### src/rtl/mlseq_pkg.sv
package mlseq_pkg;

    typedef enum logic [1:0] {OP_READ, OP_WRITE, OP_STORE, OP_RECALL} op_e;
    typedef enum logic [1:0] {LN_SINGLE, LN_DUAL, LN_QUAD, LN_RSVD} lane_e;

    // Order of this enum is the order frames leave the block.
    typedef enum logic [3:0] {
        ST_IDLE, ST_CFGQ, ST_ENTER, ST_WREN, ST_MAIN,
        ST_WRDI, ST_POLL, ST_EXIT, ST_CFGR, ST_FIN
    } step_e;

    localparam logic [7:0] CMD_WRCFG  = 8'h87;
    localparam logic [7:0] CMD_QUADON = 8'h38;
    localparam logic [7:0] CMD_DUALON = 8'h37;
    localparam logic [7:0] CMD_ONELN  = 8'hFF;
    localparam logic [7:0] CMD_WREN   = 8'h06;
    localparam logic [7:0] CMD_WRDI   = 8'h04;
    localparam logic [7:0] CMD_WRITE  = 8'h02;
    localparam logic [7:0] CMD_FREAD  = 8'h0B;
    localparam logic [7:0] CMD_STORE  = 8'h8C;
    localparam logic [7:0] CMD_RECALL = 8'h8D;
    localparam logic [7:0] CMD_RDSR   = 8'h05;
    localparam logic [7:0] CFG_QUAD   = 8'h42;
    localparam logic [7:0] CFG_ONE    = 8'h40;
    localparam logic [7:0] MODE_CHAIN = 8'hA0;
    localparam logic [7:0] MODE_END   = 8'h00;

    typedef struct packed {
        op_e         op;
        lane_e       lanes;
        logic [23:0] addr;
        logic        xip;
    } req_core_t;

    typedef struct packed {
        lane_e       lanes;
        logic [7:0]  opcode;
        logic        addr_en;
        logic [23:0] addr;
        logic        mode_en;
        logic [7:0]  mode;
        logic        rd;
        logic [7:0]  wbyte;
    } frame_t;

    function automatic lane_e eff_lanes(lane_e ln);
        return (ln == LN_RSVD) ? LN_SINGLE : ln;
    endfunction

    function automatic logic step_needed(step_e s, op_e op, lane_e ln);
        logic multi;
        multi = (ln == LN_DUAL) || (ln == LN_QUAD);
        case (s)
            ST_CFGQ, ST_CFGR:  return ln == LN_QUAD;
            ST_ENTER, ST_EXIT: return multi;
            ST_WREN, ST_WRDI:  return op == OP_WRITE;
            ST_POLL:           return (op == OP_STORE) || (op == OP_RECALL);
            ST_MAIN, ST_FIN:   return 1'b1;
            default:           return 1'b0;
        endcase
    endfunction

    // Smallest needed step strictly after s.
    function automatic step_e step_after(step_e s, op_e op, lane_e ln);
        step_e r;
        r = ST_FIN;
        for (int k = int'(ST_FIN); k > int'(s); k--) begin
            if (step_needed(step_e'(4'(k)), op, ln)) r = step_e'(4'(k));
        end
        return r;
    endfunction

endpackage

### src/rtl/mlseq_poll_cnt.sv
module mlseq_poll_cnt #(
    parameter int MAX_POLLS = 8
) (
    input  logic clk,
    input  logic rst,
    input  logic clr,
    input  logic inc,
    output logic last
);
    localparam int CNT_W = $clog2(MAX_POLLS + 1);

    logic [CNT_W-1:0] cnt;

    always_ff @(posedge clk) begin
        if (rst || clr) cnt <= '0;
        else if (inc)   cnt <= cnt + CNT_W'(1);
    end

    assign last = (cnt == CNT_W'(MAX_POLLS - 1));
endmodule

### src/rtl/mlseq_frame_build.sv
module mlseq_frame_build
    import mlseq_pkg::*;
#(
    parameter int LEN_W = 8
) (
    input  step_e            step,
    input  req_core_t        core,
    input  logic [LEN_W-1:0] len,
    output frame_t           frm,
    output logic [LEN_W-1:0] frm_len
);
    lane_e el;
    assign el = eff_lanes(core.lanes);

    always_comb begin
        frm       = '0;
        frm.lanes = el;
        frm_len   = '0;
        case (step)
            ST_CFGQ, ST_CFGR: begin
                frm.lanes  = LN_SINGLE;
                frm.opcode = CMD_WRCFG;
                frm.wbyte  = (step == ST_CFGQ) ? CFG_QUAD : CFG_ONE;
                frm_len    = LEN_W'(1);
            end
            ST_ENTER: begin
                frm.lanes  = LN_SINGLE;
                frm.opcode = (el == LN_QUAD) ? CMD_QUADON : CMD_DUALON;
            end
            ST_WREN: frm.opcode = CMD_WREN;
            ST_WRDI: frm.opcode = CMD_WRDI;
            ST_EXIT: frm.opcode = CMD_ONELN;
            ST_POLL: begin
                frm.opcode = CMD_RDSR;
                frm.rd     = 1'b1;
                frm_len    = LEN_W'(1);
            end
            ST_MAIN: begin
                case (core.op)
                    OP_READ: begin
                        frm.opcode  = CMD_FREAD;
                        frm.addr_en = 1'b1;
                        frm.addr    = core.addr;
                        frm.mode_en = 1'b1;
                        frm.mode    = core.xip ? MODE_CHAIN : MODE_END;
                        frm.rd      = 1'b1;
                        frm_len     = len;
                    end
                    OP_WRITE: begin
                        frm.opcode  = CMD_WRITE;
                        frm.addr_en = 1'b1;
                        frm.addr    = core.addr;
                        frm_len     = len;
                    end
                    OP_STORE:  frm.opcode = CMD_STORE;
                    default:   frm.opcode = CMD_RECALL;
                endcase
            end
            default: ;
        endcase
    end
endmodule

### src/rtl/mlseq_ctrl.sv
module mlseq_ctrl
    import mlseq_pkg::*;
#(
    parameter int LEN_W     = 8,
    parameter int MAX_POLLS = 8
) (
    input  logic             clk,
    input  logic             rst,
    input  logic             req_valid,
    input  req_core_t        req_core,
    input  logic [LEN_W-1:0] req_len,
    input  logic             frm_done,
    input  logic             stat_busy,
    output logic             req_ready,
    output logic             frm_valid,
    output step_e            step,
    output req_core_t        core,
    output logic [LEN_W-1:0] len,
    output logic             seq_done,
    output logic             seq_timeout
);
    logic  gap;
    logic  accept;
    logic  fdone;
    logic  poll_busy;
    logic  poll_last;
    step_e nxt;

    assign req_ready = (step == ST_IDLE);
    assign frm_valid = (step != ST_IDLE) && !gap;
    assign accept    = req_ready && req_valid;
    assign fdone     = frm_valid && frm_done;
    assign poll_busy = fdone && (step == ST_POLL) && stat_busy;
    assign nxt       = step_after(step, core.op, core.lanes);

    mlseq_poll_cnt #(.MAX_POLLS(MAX_POLLS)) u_poll (
        .clk  (clk),
        .rst  (rst),
        .clr  (accept),
        .inc  (poll_busy),
        .last (poll_last)
    );

    always_ff @(posedge clk) begin
        if (rst) begin
            step        <= ST_IDLE;
            gap         <= 1'b0;
            seq_done    <= 1'b0;
            seq_timeout <= 1'b0;
            core        <= '0;
            len         <= '0;
        end else begin
            seq_done <= 1'b0;
            gap      <= 1'b0;
            if (accept) begin
                core        <= req_core;
                len         <= req_len;
                seq_timeout <= 1'b0;
                step        <= step_after(ST_IDLE, req_core.op, req_core.lanes);
            end else if (fdone) begin
                gap <= 1'b1;
                if (!(poll_busy && !poll_last)) begin
                    if (poll_busy) seq_timeout <= 1'b1;
                    if (nxt == ST_FIN) begin
                        step     <= ST_IDLE;
                        seq_done <= 1'b1;
                    end else begin
                        step <= nxt;
                    end
                end
            end
        end
    end
endmodule

### src/rtl/mlane_seq.sv
module mlane_seq
    import mlseq_pkg::*;
#(
    parameter int LEN_W     = 8,
    parameter int MAX_POLLS = 8
) (
    input  logic             clk,
    input  logic             rst,
    input  logic             req_valid,
    output logic             req_ready,
    input  logic [1:0]       req_op,
    input  logic [1:0]       req_lanes,
    input  logic [23:0]      req_addr,
    input  logic [LEN_W-1:0] req_len,
    input  logic             req_xip,
    output logic             frm_valid,
    output logic [1:0]       frm_lanes,
    output logic [7:0]       frm_opcode,
    output logic             frm_addr_en,
    output logic [23:0]      frm_addr,
    output logic             frm_mode_en,
    output logic [7:0]       frm_mode,
    output logic             frm_rd,
    output logic [7:0]       frm_wbyte,
    output logic [LEN_W-1:0] frm_len,
    input  logic             frm_done,
    input  logic [7:0]       frm_rbyte,
    output logic             seq_done,
    output logic             seq_timeout
);
    req_core_t        in_core;
    req_core_t        core;
    step_e            step;
    logic [LEN_W-1:0] len;
    frame_t           frm;
    logic             unused_rbyte_hi;

    assign in_core = '{op: op_e'(req_op), lanes: lane_e'(req_lanes),
                       addr: req_addr, xip: req_xip};
    assign unused_rbyte_hi = ^frm_rbyte[7:1];

    mlseq_ctrl #(.LEN_W(LEN_W), .MAX_POLLS(MAX_POLLS)) u_ctrl (
        .clk         (clk),
        .rst         (rst),
        .req_valid   (req_valid),
        .req_core    (in_core),
        .req_len     (req_len),
        .frm_done    (frm_done),
        .stat_busy   (frm_rbyte[0]),
        .req_ready   (req_ready),
        .frm_valid   (frm_valid),
        .step        (step),
        .core        (core),
        .len         (len),
        .seq_done    (seq_done),
        .seq_timeout (seq_timeout)
    );

    mlseq_frame_build #(.LEN_W(LEN_W)) u_build (
        .step    (step),
        .core    (core),
        .len     (len),
        .frm     (frm),
        .frm_len (frm_len)
    );

    assign frm_lanes   = frm.lanes;
    assign frm_opcode  = frm.opcode;
    assign frm_addr_en = frm.addr_en;
    assign frm_addr    = frm.addr;
    assign frm_mode_en = frm.mode_en;
    assign frm_mode    = frm.mode;
    assign frm_rd      = frm.rd;
    assign frm_wbyte   = frm.wbyte;
endmodule

### config.mk
export PLATFORM = sky130hd
export DESIGN_NAME = mlane_seq
export DESIGN_NICKNAME = d
export VERILOG_FILES = /design/src/rtl/mlseq_pkg.sv /design/src/rtl/mlseq_poll_cnt.sv /design/src/rtl/mlseq_frame_build.sv /design/src/rtl/mlseq_ctrl.sv /design/src/rtl/mlane_seq.sv
export SDC_FILE = /design/constraint.sdc
export NUM_CORES = 1
export LEC_CHECK = 0
export ABC_AREA = 1
export ABC_CLOCK_PERIOD_IN_PS = 4350
export BUFFER_PORTS_ARGS = -buffer_cell sky130_fd_sc_hd__buf_2
export CORE_UTILIZATION = 50
export CTS_CLUSTER_DIAMETER = 40
export DETAILED_ROUTE_END_ITERATION = 12
export GPL_ROUTABILITY_DRIVEN = 0
export PLACE_DENSITY = 0.85
export SYNTH_ARGS = -nofsm -noshare
export SYNTH_HDL_FRONTEND = slang
export SYNTH_SLANG_ARGS = --single-unit
export TNS_END_PERCENT = 5
### constraint.sdc
create_clock -name clk -period 4.35 [get_ports clk]
set_input_delay 0.435 -clock clk [delete_from_list [all_inputs] [get_ports clk]]
set_output_delay 0.435 -clock clk [all_outputs]
set_load 0.01 [all_outputs]
==> results of run 1 <==
## placed cells by master, fill, tap and decap left out, drive strengths merged
cell type   n
o211ai      4
o221ai      1
ha         10
and3        1
nand3      11
nand2      36
o21ai      50
dfxtp      48
a21oi      48
inv        70
a31oi       4
bufinv      2
nand4       2
buf        94
a21boi      2
nor2       51
or2         1
conb       12
clkbuf      5
o21a        1
nor3        6
## how the worst min path moves through the flow
stage	endpoint	cells past startpoint	slack, ps
2_1_floorplan	u_ctrl.len[0]	2	430
3_3_place_gp	u_ctrl.core[19]	2	440
3_5_place_dp	u_ctrl.core[9]	2	450
4_1_cts	u_ctrl.step[0]	2	360
5_1_grt	u_ctrl.step[0]	2	350
6_report	u_ctrl.step[0]	2	370
## registers in the layout, summed over array words and instances (netlist names)
register and flops:
u_ctrl.core 29, u_ctrl.gap 1, u_ctrl.len 8, u_ctrl.seq_done 1
u_ctrl.seq_timeout 1, u_ctrl.step 4, u_ctrl.u_poll.cnt 4
## cell families after synthesis
logic type | share of synthesized area (%)
AOI/OAI and AO/OA | 22.42
adders and majority gates | 4.739
buffers and inverters | 16.82
DFF | 36.40
other | 0.1420
and+or+nand+nor | 19.48
## worst max-delay path, cell delays in order, from the launching register on
cell and delay [ps]:
dfxtp_1 530, inv_1 140, nand2_1 100, nor2_1 60
inv_2 100, nor2_2 50, inv_2 410, o211ai_1 130
buf_2 170
## power breakdown
part / leakage (nW) / switching (W) / internal [W] / total (W)
clock network: 0.0642 / 0.000141 / 0.000226 / 0.000367
logic: 1.18 / 0.000747 / 0.000385 / 0.00113
registers: 0.395 / 0.0000697 / 0.000581 / 0.000650
## routing by layer
metal	track usage [%]	part of all wire [%]	up-vias
met3	3.614	4.9	4
met2	33.93	49	91
li1	-	-	1332
met1	26.42	45	1103
met4	4.612	0.64	0
met5	0	0	-
## per-stage QoR
step | cell area [sq um] | total power [W] | cells | utilization [%] | setup slack, ps
floorplan | 2681 | 0.001529 | 388 | - | 2537
global placement | 3058 | 0.001749 | 522 | 59.87 | 2265
detailed placement | 3058 | 0.001784 | 522 | 59.87 | 2265
CTS | 3187 | 0.002158 | 529 | 62.40 | 1932
global route | 3187 | 0.002348 | 529 | 62.40 | 1712
finish | 3187 | 0.002149 | 529 | 62.40 | 1928
## area by class of cell
| class | instances | area [sq um] | share of cell area, % |
|---|---|---|---|
| Sequential cell | 48 | 960.9 | 30.15 |
| Tap cell | 70 | 87.58 | 2.748 |
| Timing Repair Buffer | 94 | 470.5 | 14.76 |
| Multi-Input combinational cell | 240 | 1276 | 40.05 |
| Clock buffer | 5 | 68.82 | 2.159 |
| Inverter | 70 | 262.8 | 8.245 |
| Clock inverter | 2 | 60.06 | 1.885 |
==> impl_metrics.env, run 1 <==
export IMPL_status="completed"
export IMPL_synth_seq_cells=48
export IMPL_reg2reg_slack_ps=2400
export IMPL_worst_pin_slew_ps=991.8
export IMPL_die_w_um=74.67
export IMPL_drc=0
export IMPL_critPathMaxFanout=33
export IMPL_syn_area_per_cell_sq_um=7.003
export IMPL_leakage_nw=1.637
export IMPL_fmax_ghz=0.4129
export IMPL_via_per_inst=4.783
export IMPL_drt_iter0_drc=176
export IMPL_ir_drop_mv=0.3542
export IMPL_cp_arrival_ps=1990
export IMPL_antennaDiodeCount=0
export IMPL_cts_setup_buffers=0
export IMPL_cts_sinks=48
export IMPL_grt_use_total_pct=19.96
export IMPL_setup_tns_ps=0
export IMPL_antenna_found_initial=0
export IMPL_rsz0062_at_grt="false"
export IMPL_syn_to_final_growth_pct=20.71
export IMPL_reg2reg_depth=8
export IMPL_dieArea_sq_um=5575
export IMPL_reg2reg_from="u_ctrl.step[1]"
export IMPL_core_area_sq_um=5107
export IMPL_timing_rr_end="u_ctrl.u_poll.cnt[3]"
export IMPL_ys_seq_area_share_pct=36.40
export IMPL_synth_area_leader_cell="dfxtp_1"
export IMPL_port_buffers=94
export IMPL_grt_max_degree=80
export IMPL_holdBufCountCts=0
export IMPL_slew_headroom_pct=33.80
export IMPL_period_share_pct=55.67
export IMPL_die_y_um=74.67
export IMPL_synth_area_top_cells="dfxtp_1 (36%), inv_1 (9.2%), o21ai_0 (9.1%)"
export IMPL_ant_nets=0
export IMPL_whs_ps=365.8
export IMPL_clock_latency_ps=290
export IMPL_yosysMostFrequentCell="inv_1"
export IMPL_worstSetupEndpointType="output pin"
export IMPL_cp_startpoint="u_ctrl.step[1]"
export IMPL_grt_first_pass_wirelength_um=8804
export IMPL_rows=26
export IMPL_wirelength_um=5619
export IMPL_async_flop_share_pct=0
export IMPL_setup_worst_path_end="frm_len[0]"
export IMPL_maxCapViolCount=0
export IMPL_finalSetupViolCount=0
export IMPL_yosysUniqueCellTypes=31
export IMPL_powerDensity_nw_per_um2=674.4
export IMPL_synthTopCellsByCount="inv_1 (65), dfxtp_1 (48), o21ai_0 (48)"
export IMPL_holdCritStartpoint="rst"
export IMPL_drt_pre_antenna_iters=5
export IMPL_cts_buffers=5
export IMPL_ys_warn_count=0
export IMPL_drive_gt1_share_pct=27.45
export IMPL_grt_remaining_overflow=0
export IMPL_ios=114
export IMPL_worst_setup_path_start_kind="flop"
export IMPL_initial_core_util_pct=51.69
export IMPL_critPathRequiredTime_ps=3910
export IMPL_finalHoldViolations=0
export IMPL_synth_top_area_share_pct=36.40
export IMPL_htreeDepth=2
export IMPL_synthFlopType="dfxtp_1"
export IMPL_clk_path_buf_depth=2
export IMPL_synth_cells=377
export IMPL_grt_pass1_vias=2002
export IMPL_synth_edff_count=0
export IMPL_hp_class="in2reg"
export IMPL_path_clk_slew_ps=80
export IMPL_root_buffer="clkbuf_8"
export IMPL_fin_crit_ps=2422
export IMPL_path_class="reg2out"
export IMPL_nFillCells=492
export IMPL_cts_resized=0
export IMPL_cts_tree="built"
export IMPL_wl_per_cell_um=10.62
export IMPL_nNetsFinal=518
export IMPL_routed_via_count=2530
export IMPL_skew_ps=4.568
export IMPL_synth_area_sq_um=2640
export IMPL_hpwl_um=4139
export IMPL_slew_viol_final=0
No activity file was read; power rests on OpenSTA's default activity.
==> inputs of run 2 (changes only) <==
ABC_AREA = 0   (was 1)
ABC_CLOCK_PERIOD_IN_PS = 2200   (was 4350)
CORE_UTILIZATION = 44   (was 50)
PLACE_DENSITY = 0.79   (was 0.85)
clock period = 2.2 ns   (was 4.35 ns; I/O delays follow)
==> impl_metrics.env, run 2 <==
export IMPL_status="completed"
export IMPL_post_place_ws_ps=220.1
export IMPL_mostFrequentLayoutCell="buf_2"
export IMPL_largest_reg_flops=29
export IMPL_placed_cell_area_sq_um=3291
export IMPL_yosysUniqueCellTypes=51
export IMPL_die_y_um=82.27
export IMPL_path_class="reg2out"
export IMPL_slowest_stage="dfxtp_1"
export IMPL_cp_arrival_ps=1820
export IMPL_rows=28
export IMPL_cts_sinks=48
export IMPL_synth_seq_cells=48
export IMPL_cts_buffers=5
export IMPL_regMostFlops="u_ctrl.core"
export IMPL_critPathMaxFanout=29
export IMPL_fin_ws_ps=157.0
export IMPL_path_clk_slew_ps=90
export IMPL_synth_cells=373
export IMPL_maxCapViolCount=0
export IMPL_wirelength_um=6520
export IMPL_finalHoldViolations=0
export IMPL_htreeDepth=2
export IMPL_drc=0
export IMPL_synth_edff_count=0
export IMPL_root_buffer="clkbuf_8"
export IMPL_postLayoutCellArea_sq_um=3400
export IMPL_power_w=0.003829
export IMPL_antennaDiodeCount=0
export IMPL_initial_core_util_pct=46.78
export IMPL_cts_resized=0
export IMPL_routed_via_count=2705
export IMPL_holdBufCountCts=0
export IMPL_leakage_nw=1.619
export IMPL_syn_area_per_cell_sq_um=7.601
export IMPL_reg2reg_slack_ps=210
export IMPL_drive_gt1_share_pct=26.70
export IMPL_synth_area_top_cells="dfxtp_1 (34%), nand2_1 (12%), and2_1 (8.4%)"
export IMPL_finalSetupViolCount=0
export IMPL_synthFlopType="dfxtp_1"
export IMPL_max_stage_delay_ps=390
export IMPL_setup_tns_ps=0
export IMPL_via_per_inst=5.085
export IMPL_ios=114
export IMPL_worstPathCellList="inv_1 -> ha_1 -> o21a_2 -> buf_12 -> and2_1 -> buf_2"
export IMPL_slew_viol_final=0
export IMPL_hpwl_um=4829
export IMPL_slew_headroom_pct=59.48
export IMPL_period_share_pct=92.86
export IMPL_synthTopCellsByCount="nand2_1 (88), dfxtp_1 (48), a21oi_1 (47)"
export IMPL_synth_area_sq_um=2835
export IMPL_grt_max_degree=33
export IMPL_ant_nets=0
export IMPL_grt_pass1_vias=2406
export IMPL_dieArea_sq_um=6768
export IMPL_skew_ps=5.276
export IMPL_ir_drop_mv=0.5711
export IMPL_cts_tree="built"
export IMPL_worst_pin_slew_ps=607.9
export IMPL_reg_top3="u_ctrl.core x29, u_ctrl.len x8"
export IMPL_fmax_ghz=0.4895
export IMPL_worst_setup_path_start_kind="flop"
export IMPL_clk_path_buf_depth=2
export IMPL_antenna_found_initial=0
export IMPL_ys_seq_area_share_pct=33.89
export IMPL_hp_class="in2reg"
export IMPL_syn_to_final_growth_pct=19.90
export IMPL_ys_warn_count=0
export IMPL_critPathRequiredTime_ps=1980
export IMPL_drt_pre_antenna_iters=4
export IMPL_rsz0062_at_grt="false"
export IMPL_die_w_um=82.27
export IMPL_grt_first_pass_wirelength_um=10340
export IMPL_yosysMostFrequentCell="nand2_1"
export IMPL_powerDensity_nw_per_um2=1126
export IMPL_async_flop_share_pct=0
export IMPL_clock_latency_ps=290
export IMPL_drt_iter0_drc=123
export IMPL_synth_top_area_share_pct=33.89
export IMPL_fin_crit_ps=2043
export IMPL_cts_setup_buffers=0
export IMPL_wl_per_cell_um=12.26
export IMPL_final_cell_mix="buf_2 (94), nand2_1 (88), dfxtp_1 (48), a21oi_1 (47), and2_1 (38)"
export IMPL_nNetsFinal=515
export IMPL_worstSetupEndpointType="output pin"
export IMPL_grt_remaining_overflow=0
export IMPL_grt_use_total_pct=19.64
export IMPL_synth_area_leader_cell="dfxtp_1"
export IMPL_core_area_sq_um=6061
export IMPL_nFillCells=582
export IMPL_port_buffers=94
==> run 2: area by class of cell <==
class | instances | area (sq um) | area share [%]
Clock buffer | 6 | 72.57 | 2.135
Clock inverter | 2 | 35.03 | 1.031
Inverter | 9 | 33.78 | 0.9937
Multi-Input combinational cell | 286 | 1618 | 47.59
Sequential cell | 48 | 960.9 | 28.27
Tap cell | 75 | 93.84 | 2.760
Timing Repair Buffer | 106 | 585.6 | 17.22
==> run 2: where the power goes <==
part           switching, W  internal, W
clock network      0.000284     0.000338
logic               0.00113     0.000853
registers          0.000149      0.00107
==> run 2: critical path: cells and delay by family, from the launching register on <==
family / cells / cell delay [ps]
and+or+nand+nor: 1 / 170
buffers and inverters: 3 / 400
DFF: 1 / 390
AOI/OAI and AO/OA: 1 / 300
adders and majority gates: 1 / 270
==> run 2: kinds of logic after synthesis <==
kind of cell	Yosys count	share of synthesized area [%]
flip-flops	48	33.89
AO/OA/AOI/OAI	78	16.90
multiplexers	3	1.236
adder cells (fa/ha/maj)	10	4.413
AND/OR/NAND/NOR	177	31.02
buffers and inverters	50	10.55
XOR/XNOR	6	1.853
other	1	0.1323
==> run 2: path summary, 6_finish.rpt <==
check                                     start         endpoint  depth (start not counted)
worst max-delay path            u_ctrl.core[28]      frm_addr[0]                          6
worst max register to register  u_ctrl.core[28]  u_ctrl.seq_done                          7
worst min register to register   u_ctrl.core[1]   u_ctrl.core[1]                          2
worst min-delay path                 req_len[2]    u_ctrl.len[2]                          3
==> run 2: metrics by stage <==
stage          util (%)  std cells  hold WS (ps)
2_1_floorplan         -        384         356.0
3_3_place_gp      54.29        524         437.2
3_5_place_dp      54.29        524         441.8
4_1_cts           56.07        532         148.1
5_1_grt           56.09        532         141.2
6_report          56.09        532         157.4
==> run 2: per-layer routing <==
metal | part of all wire, % | routed length [um] | global-route usage [%] | up-vias
met5 | 0 | 0 | 0 | -
met4 | 1.5 | 95 | 7.193 | 0
met3 | 5.7 | 372 | 4.286 | 6
met2 | 48 | 3112 | 34.55 | 88
met1 | 45 | 2939 | 23.24 | 1237
li1 | - | - | - | 1374
